File: src/rtl/cstp_pkg.sv
package cstp_pkg;
  typedef enum logic [1:0] {
    MODE_SYS     = 2'b00,
    MODE_SHIFT   = 2'b01,
    MODE_COMPACT = 2'b10,
    MODE_KEEP    = 2'b11
  } cstp_mode_e;

  typedef enum logic [1:0] {
    SES_IDLE = 2'b00,
    SES_RUN  = 2'b01,
    SES_CMP  = 2'b10
  } ses_state_e;
endpackage

File: src/rtl/cstp_rst_sync.sv
module cstp_rst_sync #(
  parameter int STAGES = 2
) (
  input  logic clk,
  input  logic rst_n,
  output logic rst_sync_n
);
  logic [STAGES-1:0] sync_q;

  always_ff @(posedge clk or negedge rst_n) begin
    if (!rst_n) sync_q <= '0;
    else        sync_q <= {sync_q[STAGES-2:0], 1'b1};
  end

  assign rst_sync_n = sync_q[STAGES-1];
endmodule

File: src/rtl/cstp_cell.sv
module cstp_cell
  import cstp_pkg::*;
(
  input  logic       clk,
  input  logic       rst_n,
  input  cstp_mode_e mode,
  input  logic       sys_bit,
  input  logic       link_in,
  output logic       q
);
  logic q_nxt;
  logic q_en;

  always_comb begin
    q_en  = 1'b1;
    q_nxt = q;
    case (mode)
      MODE_SYS:     q_nxt = sys_bit;
      MODE_SHIFT:   q_nxt = link_in;
      MODE_COMPACT: q_nxt = sys_bit ^ link_in;
      default: begin
        q_nxt = q;
        q_en  = 1'b0;
      end
    endcase
  end

  always_ff @(posedge clk or negedge rst_n) begin
    if (!rst_n)    q <= 1'b0;
    else if (q_en) q <= q_nxt;
  end
endmodule

File: src/rtl/cstp_session.sv
module cstp_session
  import cstp_pkg::*;
#(
  parameter int WIDTH = 8,
  parameter int CNT_W = 16
) (
  input  logic             clk,
  input  logic             rst_n,
  input  logic             start,
  input  logic [CNT_W-1:0] run_len,
  input  cstp_mode_e       ext_mode,
  input  logic [WIDTH-1:0] ring_q,
  input  logic [WIDTH-1:0] expect_sig,
  output cstp_mode_e       eff_mode,
  output logic             run_active,
  output logic             busy,
  output logic             done,
  output logic             pass
);
  ses_state_e       state_q, state_nxt;
  logic [CNT_W-1:0] cnt_q, cnt_nxt;
  logic             done_q, done_nxt;
  logic             pass_q, pass_nxt;
  logic             cnt_en;

  always_comb begin
    state_nxt = state_q;
    cnt_nxt   = cnt_q;
    cnt_en    = 1'b0;
    done_nxt  = done_q;
    pass_nxt  = pass_q;
    case (state_q)
      SES_IDLE: begin
        if (start) begin
          done_nxt  = 1'b0;
          pass_nxt  = 1'b0;
          cnt_nxt   = run_len;
          cnt_en    = 1'b1;
          state_nxt = (run_len == '0) ? SES_CMP : SES_RUN;
        end
      end
      SES_RUN: begin
        cnt_nxt = cnt_q - 1'b1;
        cnt_en  = 1'b1;
        if (cnt_q == {{(CNT_W-1){1'b0}}, 1'b1}) state_nxt = SES_CMP;
      end
      SES_CMP: begin
        pass_nxt  = (ring_q == expect_sig);
        done_nxt  = 1'b1;
        state_nxt = SES_IDLE;
      end
      default: state_nxt = SES_IDLE;
    endcase
  end

  always_ff @(posedge clk or negedge rst_n) begin
    if (!rst_n) begin
      state_q <= SES_IDLE;
      done_q  <= 1'b0;
      pass_q  <= 1'b0;
    end else begin
      state_q <= state_nxt;
      done_q  <= done_nxt;
      pass_q  <= pass_nxt;
    end
  end

  always_ff @(posedge clk or negedge rst_n) begin
    if (!rst_n)      cnt_q <= '0;
    else if (cnt_en) cnt_q <= cnt_nxt;
  end

  always_comb begin
    case (state_q)
      SES_RUN: eff_mode = MODE_COMPACT;
      SES_CMP: eff_mode = MODE_KEEP;
      default: eff_mode = ext_mode;
    endcase
  end

  assign run_active = (state_q == SES_RUN);
  assign busy       = (state_q != SES_IDLE);
  assign done       = done_q;
  assign pass       = pass_q;
endmodule

File: src/rtl/cstp_ring.sv
module cstp_ring
  import cstp_pkg::*;
#(
  parameter int WIDTH = 8,
  parameter int CNT_W = 16
) (
  input  logic             clk,
  input  logic             rst_n,
  input  logic [1:0]       mode,
  input  logic [WIDTH-1:0] sys_d,
  input  logic             scan_in,
  output logic             scan_out,
  output logic [WIDTH-1:0] q,
  input  logic             start,
  input  logic [CNT_W-1:0] run_len,
  input  logic [WIDTH-1:0] expect_sig,
  output logic             busy,
  output logic             done,
  output logic             pass
);
  localparam int LAST = WIDTH - 1;

  logic             rst_sync_n;
  cstp_mode_e       eff_mode;
  logic             run_active;
  logic [WIDTH-1:0] link;

  cstp_rst_sync #(.STAGES(2)) u_rst (
    .clk        (clk),
    .rst_n      (rst_n),
    .rst_sync_n (rst_sync_n)
  );

  cstp_session #(.WIDTH(WIDTH), .CNT_W(CNT_W)) u_ses (
    .clk        (clk),
    .rst_n      (rst_sync_n),
    .start      (start),
    .run_len    (run_len),
    .ext_mode   (cstp_mode_e'(mode)),
    .ring_q     (q),
    .expect_sig (expect_sig),
    .eff_mode   (eff_mode),
    .run_active (run_active),
    .busy       (busy),
    .done       (done),
    .pass       (pass)
  );

  // Cell 0 is fed from the serial pin while shifting, else the ring closes.
  assign link[0] = (eff_mode == MODE_SHIFT) ? scan_in : q[LAST];

  genvar gi;
  generate
    for (gi = 1; gi < WIDTH; gi++) begin : g_link
      assign link[gi] = q[gi-1];
    end
    for (gi = 0; gi < WIDTH; gi++) begin : g_cell
      cstp_cell u_cell (
        .clk     (clk),
        .rst_n   (rst_sync_n),
        .mode    (eff_mode),
        .sys_bit (sys_d[gi]),
        .link_in (link[gi]),
        .q       (q[gi])
      );
    end
  endgenerate

  assign scan_out = q[LAST];
endmodule

File: config.mk
export PLATFORM = sky130hd
export DESIGN_NAME = cstp_ring
export DESIGN_NICKNAME = d
export VERILOG_FILES = /design/src/rtl/cstp_pkg.sv /design/src/rtl/cstp_rst_sync.sv /design/src/rtl/cstp_cell.sv /design/src/rtl/cstp_session.sv /design/src/rtl/cstp_ring.sv
export SDC_FILE = /design/constraint.sdc
export NUM_CORES = 1
export LEC_CHECK = 0
export BUFFER_PORTS_ARGS = -buffer_cell sky130_fd_sc_hd__buf_2
export CAP_MARGIN = 20
export CORE_ASPECT_RATIO = 1.5
export CORE_MARGIN = 5
export CORE_UTILIZATION = 51
export CTS_BUF_LIST = sky130_fd_sc_hd__clkbuf_8
export DETAILED_ROUTE_END_ITERATION = 12
export HOLD_SLACK_MARGIN = 0.05
export PLACE_DENSITY = 0.76
export SLEW_MARGIN = 25
export SYNTH_ARGS = -nofsm -noshare
export SYNTH_HDL_FRONTEND = slang
export SYNTH_SLANG_ARGS = --single-unit
File: constraint.sdc
create_clock -name clk -period 1.15 [get_ports clk]
set_input_delay 0.1725 -clock clk [delete_from_list [all_inputs] [get_ports clk]]
set_output_delay 0.1725 -clock clk [all_outputs]
set_load 0.1 [all_outputs]
# Word-level counts from Yosys, hierarchy flattened
# Cells that the tools add are included.
totals:
  regBits: 30
  out_inout_bits: 12
  elab_cells: 64
op_classes:
  add_sub_neg: 1
  eq_ne: 8
  muxes: 22
  bitwise_logic: 8
  n_reduce_logical: 12
op_table:
  columns: ["operator", "count"]
  rows:
  - ["case mux 16 bit (2 select lines)", 1]
  - ["case mux 1 bit (3 select lines)", 8]
  - ["equality test 16 x 1 -> 1 bit, second input constant", 1]
  - ["logical NOT 16 bit", 1]
  - ["2-to-1 mux 16 bit", 1]
  - ["subtractor 16 x 1 -> 16 bit, second input constant", 1]
  - ["equality test 8 bit", 1]
  - ["case mux 2 bit (2 select lines)", 2]
  - ["bitwise XOR 1 bit", 8]
  - ["2-to-1 mux 2 bit", 3]
  - ["case mux 1 bit (2 select lines)", 3]
  - ["AND reduction 2 bit", 3]
  - ["nonzero test 2 bit", 3]
  - ["equality test 2 x 1 -> 1 bit, second input constant", 2]
  - ["equality test 2 bit, second input constant", 2]
  - ["logical NOT 2 bit", 2]
  - ["2-to-1 mux 1 bit", 4]
  - ["AND reduction 3 bit", 1]
  - ["nonzero test 3 bit", 1]
  - ["OR reduction 3 bit", 1]
  - ["inequality test 2 x 1 -> 1 bit, second input constant", 1]
  - ["inequality test 2 bit, second input constant", 1]

# Longest topological paths before layout
# Gate-level depths: netlist of run 1.
logic_depth:
  word_depth: 6
  mapped_depth: 10
  ltp_nobuf: 9

# Modules after synthesis
# Synthesis of run 1 repeated with hierarchy kept, for this count alone.
hier_totals:
  hier_cells: 293
  area_unflattened_um2: 2568.7
modules_own_cells:
  columns: ["mod", "n_inst", "cells_each", "area_each_um2", "seq_area_each_um2"]
  rows:
  - ["cstp_session", 1, 176, 1505.2, 500.5]
  - ["cstp_cell", 8, 13, 115.1, 25.0]
  - ["cstp_ring", 1, 10, 88.8, 0.0]
  - ["cstp_rst_sync", 1, 3, 53.8, 50.0]

# Worst setup path after synthesis of run 1
# OpenSTA, ideal clock, no wires.
synth_timing:
  path_kind: "reg2reg"
  from: "register u_ses.state_q[0]"
  to: "register g_cell[0].u_cell.q"
  setup_time_ns: 0.083
  arrival_ns: 2.447
  required_time_ns: 1.067
  slack_ns: -1.380
  stages_incl_launch_ff: 10
  n_path_buf: 1
  period_less_slack_ns: 2.530
  cell_sequence: "dfrtp_1 inv_1 ha_1 mux2_2 ha_1 clkbuf_1 or4b_2 o21ai_0 a222oi_1 o21ai_0"
synth_between:
  elab_chain_cells: 6
  elab_cells_between_ends: 13
  cone_classes: "eq/ne (4); mux (4); bitwise (1); reduce/logical (4)"
synth_rtl:
  columns: ["element", "line", "source"]
  rows:
  - ["start: declaration", "cstp_session.sv:20", "ses_state_e state_q, state_nxt;"]
  - ["start signal: assignment", "cstp_session.sv:62", "state_q <= state_nxt;"]
  - ["equality test 2 bit or equality test 2 x 1 -> 1 bit (tied branches)", null, null]
  - ["case mux 2 bit (2 select lines) (*)", "cstp_session.sv:74", "case (state_q)"]
  - ["equality test 2 x 1 -> 1 bit, or another cell as far along", "cstp_cell.sv:17, cstp_ring.sv:50", null]
  - ["2-to-1 mux 1 bit or OR reduction 3 bit (tied branches)", null, null]
  - ["bitwise XOR 1 bit or 2-to-1 mux 1 bit (tied branches)", "cstp_cell.sv:20, cstp_cell.sv:17", null]
  - ["case mux 1 bit (3 select lines) or AND reduction 2 bit (tied branches)", null, null]
  - ["end signal: assignment", "cstp_cell.sv:30", "else if (q_en) q <= q_nxt;"]
  - ["end: declaration", "cstp_cell.sv:9", "output logic q"]
# Every way passes the cells marked *; elsewhere a longest branch is shown, timed or not.
# A chain may end at the register's enable or synchronous reset.

# Final worst setup path of run 1
# Ends and elaborated chain as after synthesis.

==> metrics.csv, run 1 <==
metric;value;unit
Critical-path top delay cell;or4b_4;
CTS tree;done;
CP startpoint kind;flop;
final hold violation count;0;
Leak;1.75;nW
Final ANT Viol Nets;0;
Starting Density;52.7;%
max-cap violations;0;
Setup crit end kind;flop;
clock skew;0.00822;ns
post-route clock period utilization;188;%
r2r setup slk;-1.01;ns
grt ovf;0;
DRT Pass-1 Iters;5;
# fillers;182;
Hold Path Class;primary input to flop;
layout cells sized above 1;55.7;%
total wire length;9590;um
Mapped Nets;294;
Inserted Clock Buffers;5;
CP startpoint;u_ses.state_q[0];
worst reg2reg path endpoint;g_cell[0].u_cell.q;
via count;2734;
synthesized area;2240;um2
largest net degree at the start of global routing;29;
Worst-Skew Late Latency;0.29;ns
Longest Clk Path Bufs;2;
Synth area leaders;dfrtp_1 (34%), mux2i_1 (5.4%), ha_1 (5.0%), a21oi_1 (4.9%), o22ai_1 (3.9%);
Synth top area share;33.6;%
Seq cells post-synth;30;
Worst Hold Launch;run_len[0];
# H-tree levels;2;
nets;421;
Residual DRC;0;
status;finished with violations;
die width;64.1;um
EDFF count, synth;0;
# clock sinks;30;
power per cell area;3610;nW/um2
FF+latch area;757;um2
Yosys cell types;47;
Slew Limit Fails;0;
first-pass GRT wire length;13300;um
Die ar.;5840;um2
Layout area overhead;70.7;%
total power;13.8;mW
sequential element share of the synthesized area;33.6;%
critical path cell sequence;inv_2 -> ha_4 -> mux2_4 -> ha_4 -> or4b_4 -> o21ai_2 -> a222oi_1 -> o21ai_1;
ys async rst share;100;%
hpwl dp;5280;um
vias per cell;6.49;
Worst Path Class, Setup;flop to flop;
Peak supply drop;4.02;mV
Reg clk slew, reported paths;0.07;ns
Setup violations, final;38;
Worst Hold Path EP;u_ses.cnt_q[0];
Multi-input gate area;1600;um2
die height;91.1;um
maximum achievable frequency;463;MHz
initial antenna violation count;0;
# IOs;50;
Mapped Cells;247;
most used cell, CP;ha_4;
utilization after layout;89.9;%
Final Worst Setup Slack;-1.01;ns
unrepaired setup endpoints after global routing;yes;
yosys warns;0;
hold path cells;3;
total global-route track usage;28.5;%
CP Data Required Time;1.36;ns
main flop type after synthesis;dfrtp_1;
commonest non-fill, non-tap cell in the layout;buf_4;
violated checks;setup timing;
routability cong.;0.836;
reg2reg path depth;8;
vias in the first global route;2883;
area leader, netlist;dfrtp_1;
core box area;4250;um2
clk root buf;clkbuf_8;
crit path max fanout;4;
Mapped Avg Cell Area;9.05;um2
minimum clock period;2.16;ns
Critical Path AT;2.36;ns
WL/cell;22.8;um
Starting DRT DRC Count;268;
# diodes;0;
slowest cell delay on critical path;0.49;ns
most frequent cells in the layout;buf_4 (67), buf_2 (37), dfrtp_1 (27);
I/O Buffers;49;
Row Count;29;
worst r2r src;u_ses.state_q[0];
## logic make-up (layout without fill, tap and decap cells)
family          Yosys count  count (layout)  share of synthesized area [%]
compound gates           73              73                           21.9
xor+xnor                  8               8                           3.13
fa+ha+maj                 9               9                           5.04
buf+inv                  40             166                           9.85
flops                    30              30                           33.6
mux                      15              16                           6.88
other cells               1               1                          0.168
simple gates             71              72                           19.5
## metal layers
layer	global-route usage (%)	vias up	wire length (um)
met3	4.94	73	574
li1	-	1168	-
met4	21.3	0	742
met5	0	-	0
met2	50.3	197	4930
met1	28.9	1296	3350
## registers in the layout, indices dropped and copies added (netlist names)
name and cells:
u_ses.cnt_q 16, g_cell.u_cell.q 8, u_rst.sync_q 2, u_ses.state_q 2
u_ses.done 1, u_ses.pass 1
## cell usage after synthesis (4+ instances only)
cell type	n
a211oi_1	6
a21o_1	5
a21oi_1	22
a22o_1	6
buf_4	9
clkbuf_1	6
dfrtp_1	30
ha_1	9
inv_1	18
mux2i_1	12
nand2_1	14
nand3_1	8
nor2_1	8
nor3_1	6
nor3b_1	7
nor4_1	8
o21ai_0	9
o22ai_1	14
xnor2_1	4
xor2_1	4
## worst max path at each step
stage                               to  cells after the start
floorplan           g_cell[0].u_cell.q                      9
global placement    g_cell[3].u_cell.q                      9
detailed placement  g_cell[6].u_cell.q                      9
CTS                 g_cell[0].u_cell.q                      8
global route        g_cell[5].u_cell.q                      9
finish              g_cell[0].u_cell.q                      8
## through the flow
stage / setup WS (ns) / instance area [um2] / setup TNS, ns / hold WS [ns] / std cells
6_report: -1.01 / 3820 / -18.84 / 0.181 / 421
5_1_grt: -1.11 / 3820 / -20.84 / 0.210 / 421
4_1_cts: -0.985 / 3550 / -18.04 / 0.173 / 412
3_5_place_dp: -1.02 / 3240 / -17.19 / -0.0408 / 392
3_3_place_gp: -0.903 / 3240 / -15.78 / -0.0415 / 392
2_1_floorplan: -1.03 / 2380 / -15.16 / -0.123 / 247
## worst max-delay path, delay by kind of cell (launching register included)
kind / cells / cell delay, ns
buffers and inverters: 1 / 0.07
flip-flops: 1 / 0.38
adder cells (fa/ha/maj): 2 / 0.50
AND/OR/NAND/NOR: 1 / 0.49
AO/OA/AOI/OAI: 3 / 0.32
multiplexers: 1 / 0.31
## power breakdown
part,internal [mW],switching (mW)
Combinational,5.01,5.67
Clock,0.481,0.448
Sequential,1.59,0.580
Total,7.09,6.70
## what timing repair did
item | CTS | global route
buffers inserted | 10 | 8
pin swaps | 13 | 15
resized for setup | 30 | 38
cloned | 1 | 2
hold buffers | 1 | 0
endpoints found under the setup margin | 38 | 38
endpoints found under the hold margin | 2 | 0
## final cells by class
class / instances / area share (%)
clock buffers: 6 / 2.16
clock inverters: 2 / 0.328
inverters: 18 / 1.93
multi-input cells: 179 / 41.8
flip-flops and latches: 30 / 19.8
well taps: 46 / 1.51
repair buffers: 140 / 32.4
Note: power is estimated with default switching activity, not from simulation.
==> run 2: changes to the inputs <==
--- a/config.mk
+++ b/config.mk
@@ -5,6 +5,7 @@
 export SDC_FILE = /design/constraint.sdc
 export NUM_CORES = 1
 export LEC_CHECK = 0
+export ABC_AREA = 1
 export BUFFER_PORTS_ARGS = -buffer_cell sky130_fd_sc_hd__buf_2
 export CAP_MARGIN = 20
 export CORE_ASPECT_RATIO = 1.5
==> run 2 against run 1 <==
- first-iteration DRC count is 15% higher
- highest routed layer unchanged
- worst setup slack improved by 0.32 ns
- core utilization down 3.0 points
- the run still ends with setup timing left
- sequential share of layout area rose by 0.44 points
- critical path type unchanged
- cell count rose by 22%
- hold slack got worse by 0.033 ns
- largest cell class unchanged
- register-to-register slack better by 0.32 ns
- clock skew barely moved
- clock power down 0.9%
- routed wire length down 6.0%
- die area is 1.3% higher
==> metrics.csv, run 2 <==
metric;value;unit;change
die height;91.7;um;+0.67%
commonest non-fill, non-tap cell in the layout;nand2_1;;
Setup violations, final;36;;-5.3%
Starting Density;53.0;%;+0.34 points
worst setup path endpoint;g_cell[0].u_cell.q;;
vias in the first global route;2868;;-0.52%
most frequent cells in the layout;nand2_1 (88), buf_4 (49), nor2_1 (43);;
Mapped Nets;396;;+35%
DRT Pass-1 Iters;5;;unchanged
slowest cell delay on critical path;0.42;ns;-0.07 ns
first-pass GRT wire length;13100;um;-1.4%
top-count cell post-synth;nand2_1;;
power share of the sequential group;15.1;%;-0.6 points
unrepaired setup endpoints after global routing;yes;;
number of flip-flops in the largest register;16;;unchanged
via count;2970;;+8.6%
clk root buf;clkbuf_8;;
WL/cell;17.5;um;-23%
Worst Path Class, Setup;flop to flop;;
switching share of total power;50.6;%;+2.0 points
final non-filler cell total;514;;+22%
largest net degree at the start of global routing;19;;-34%
yosys warns;0;;unchanged
nets;514;;+22%
Pint;6.76;mW;-4.6%
Longest Clk Path Bufs;2;;unchanged
critical path cell sequence;inv_2 -> ha_4 -> nand2_4 -> o21ai_4 -> inv_1 -> ha_2 -> inv_2 -> nor2_1 -> nand3_1 -> nand2_1 -> a21oi_1 -> a21oi_1;;
minimum clock period;1.84;ns;-0.323 ns
CP startpoint kind;flop;;
total wire length;9020;um;-6.0%
Seq cells post-synth;30;;unchanged
synthesized area;2270;um2;+1.5%
worst reg2reg path endpoint;g_cell[0].u_cell.q;;
Hold Path Class;primary input to flop;;
violated checks;setup timing;;
Mapped Cells;349;;+41%
# H-tree levels;2;;unchanged
layout cells sized above 1;40.2;%;-16 points
Yosys cell types;30;;-36%
Final ANT Viol Nets;0;;unchanged
Crit path buffers/inverters;3;;+2
sequential element share of the synthesized area;33.1;%;-0.50 points
routability cong.;0.912;;+9.0%
vias per cell;5.78;;-11%
most common library cells after synthesis;nand2_1 (94), inv_1 (47), nor2_1 (47), o21ai_0 (37), dfrtp_1 (30);;
main flop type after synthesis;dfrtp_1;;
CTS tree;done;;
die width;64.5;um;+0.64%
worst r2r src;u_ses.state_q[1];;
power per cell area;3680;nW/um2;+1.9%
Residual DRC;0;;unchanged
final hold violation count;0;;unchanged
total global-route track usage;27.8;%;-0.76 points
Critical-path top delay cell;dfrtp_1;;
Leak;1.86;nW;+6.2%
combinational share of power;78.1;%;+0.6 points
post-route clock period utilization;160;%;-28 points
Fin Setup TNS;-17.10;ns;+1.74 ns
Synth top area share;33.1;%;-0.50 points
maximum achievable frequency;545;MHz;+18%
Layout area overhead;63.9;%;
I/O Buffers;49;;unchanged
Slew Limit Fails;0;;unchanged
# diodes;0;;unchanged
# clock sinks;30;;unchanged
dpl ws;-0.604;ns;+0.418 ns
status;finished with violations;;
initial antenna violation count;0;;unchanged
grt ovf;0;;unchanged
Row Count;29;;unchanged
Critical Path AT;2.01;ns;-0.35 ns
Worst path top cell family by delay;adder cells;;
hpwl dp;5330;um;+0.92%
CP startpoint;u_ses.state_q[1];;
ys async rst share;100;%;unchanged
Peak supply drop;3.07;mV;-24%
CP Data Required Time;1.32;ns;-0.04 ns
total power;13.7;mW;-0.65%
Mapped Avg Cell Area;6.50;um2;-28%
Die ar.;5910;um2;+1.3%
r2r setup slk;-0.69;ns;+0.32 ns
core box area;4280;um2;+0.85%
Regs by FF count;u_ses.cnt_q: 16 flops, g_cell.u_cell.q: 8 flops;;
Starting DRT DRC Count;307;;+15%
Inserted Clock Buffers;5;;unchanged
Biggest register;u_ses.cnt_q;;
Clk pwr share;6.7;%;about the same
Setup crit end kind;flop;;
net switching power;6.93;mW;+3.5%
utilization after layout;86.9;%;-3.0 points
clock skew;0.00857;ns;+0.000346 ns
# IOs;50;;unchanged
Synth area leaders;dfrtp_1 (33%), nand2_1 (16%), o21ai_0 (8.2%), inv_1 (7.8%), nor2_1 (7.8%);;
area leader, netlist;dfrtp_1;;
Reg clk slew, reported paths;0.07;ns;about the same
reg2reg path depth;12;;+4
Final Worst Setup Slack;-0.686;ns;+0.323 ns
Placed Cells;482;;+23%
CP Depth;12;;+4
EDFF count, synth;0;;unchanged
Worst-Skew Late Latency;0.29;ns;about the same
hold path cells;3;;unchanged
crit path max fanout;3;;-1
max-cap violations;0;;unchanged
-- run 2: layout make-up --
type / instances / area [um2]
Timing Repair inverter: 1 / 6.26
Timing Repair Buffer: 127 / 1180
Inverter: 49 / 203
Clock inverter: 2 / 8.76
Multi-Input combinational cell: 253 / 1430
Clock buffer: 6 / 82.6
Tap cell: 46 / 57.6
Fill cell: 195 / 561
Sequential cell: 30 / 754
-- run 2: tightest hold or removal path, cell delays in order --
cell and delay [ns]:
buf_2 0.11, nand2_1 0.06, a31oi_1 0.07
-- run 2: cells by family after synthesis --
| kind of cell | count (synthesis) | share of synthesized area, % |
|---|---|---|
| flip-flops | 30 | 33.1 |
| XOR/XNOR | 2 | 0.772 |
| AO/OA/AOI/OAI | 68 | 17.1 |
| other | 1 | 0.165 |
| adder cells (fa/ha/maj) | 9 | 4.96 |
| buffers and inverters | 66 | 13.1 |
| AND/OR/NAND/NOR | 173 | 30.8 |
-- run 2: timing repair --
item	CTS	global route
gates cloned	2	2
gates resized for setup	55	33
endpoints found under the hold margin	2	0
endpoints found under the setup margin	38	38
pin swaps	12	19
setup buffers	14	6
hold buffers	1	0
-- run 2: worst min path at each step --
stage | startpoint | to | slack (ns)
floorplan | rst_n | u_rst.sync_q[0] | -0.12
detailed placement | rst_n | u_rst.sync_q[0] | -0.04
CTS | sys_d[7] | g_cell[7].u_cell.q | 0.14
finish | sys_d[7] | g_cell[7].u_cell.q | 0.15
global route | sys_d[7] | g_cell[7].u_cell.q | 0.16
global placement | rst_n | u_rst.sync_q[1] | -0.04
-- run 2: per-stage QoR --
stage	hold WS (ns)	instance area (um2)
detailed placement	-0.0402	3130
floorplan	-0.123	2360
CTS	0.142	3500
global placement	-0.0435	3130
global route	0.158	3720
finish	0.148	3720
-- run 2: metal layers --
metal  part of all wire, %  global-route usage (%)  vias up
li1                      -                       -     1342
met1                    35                    28.3     1381
met2                    51                    52.2      182
met3                   6.6                    4.89       65
met4                   7.0                    15.2        0
met5                     0                       0        -
-- run 2: power groups by stage --
stage	Clock, mW	Combinational [mW]	Sequential, mW
2_1_floorplan	0	5.01	2.28
3_3_place_gp	0	7.94	1.99
3_5_place_dp	0	8.15	2.02
4_1_cts	0.914	9.39	2.00
5_1_grt	0.988	11.3	2.10
6_report	0.921	10.7	2.07
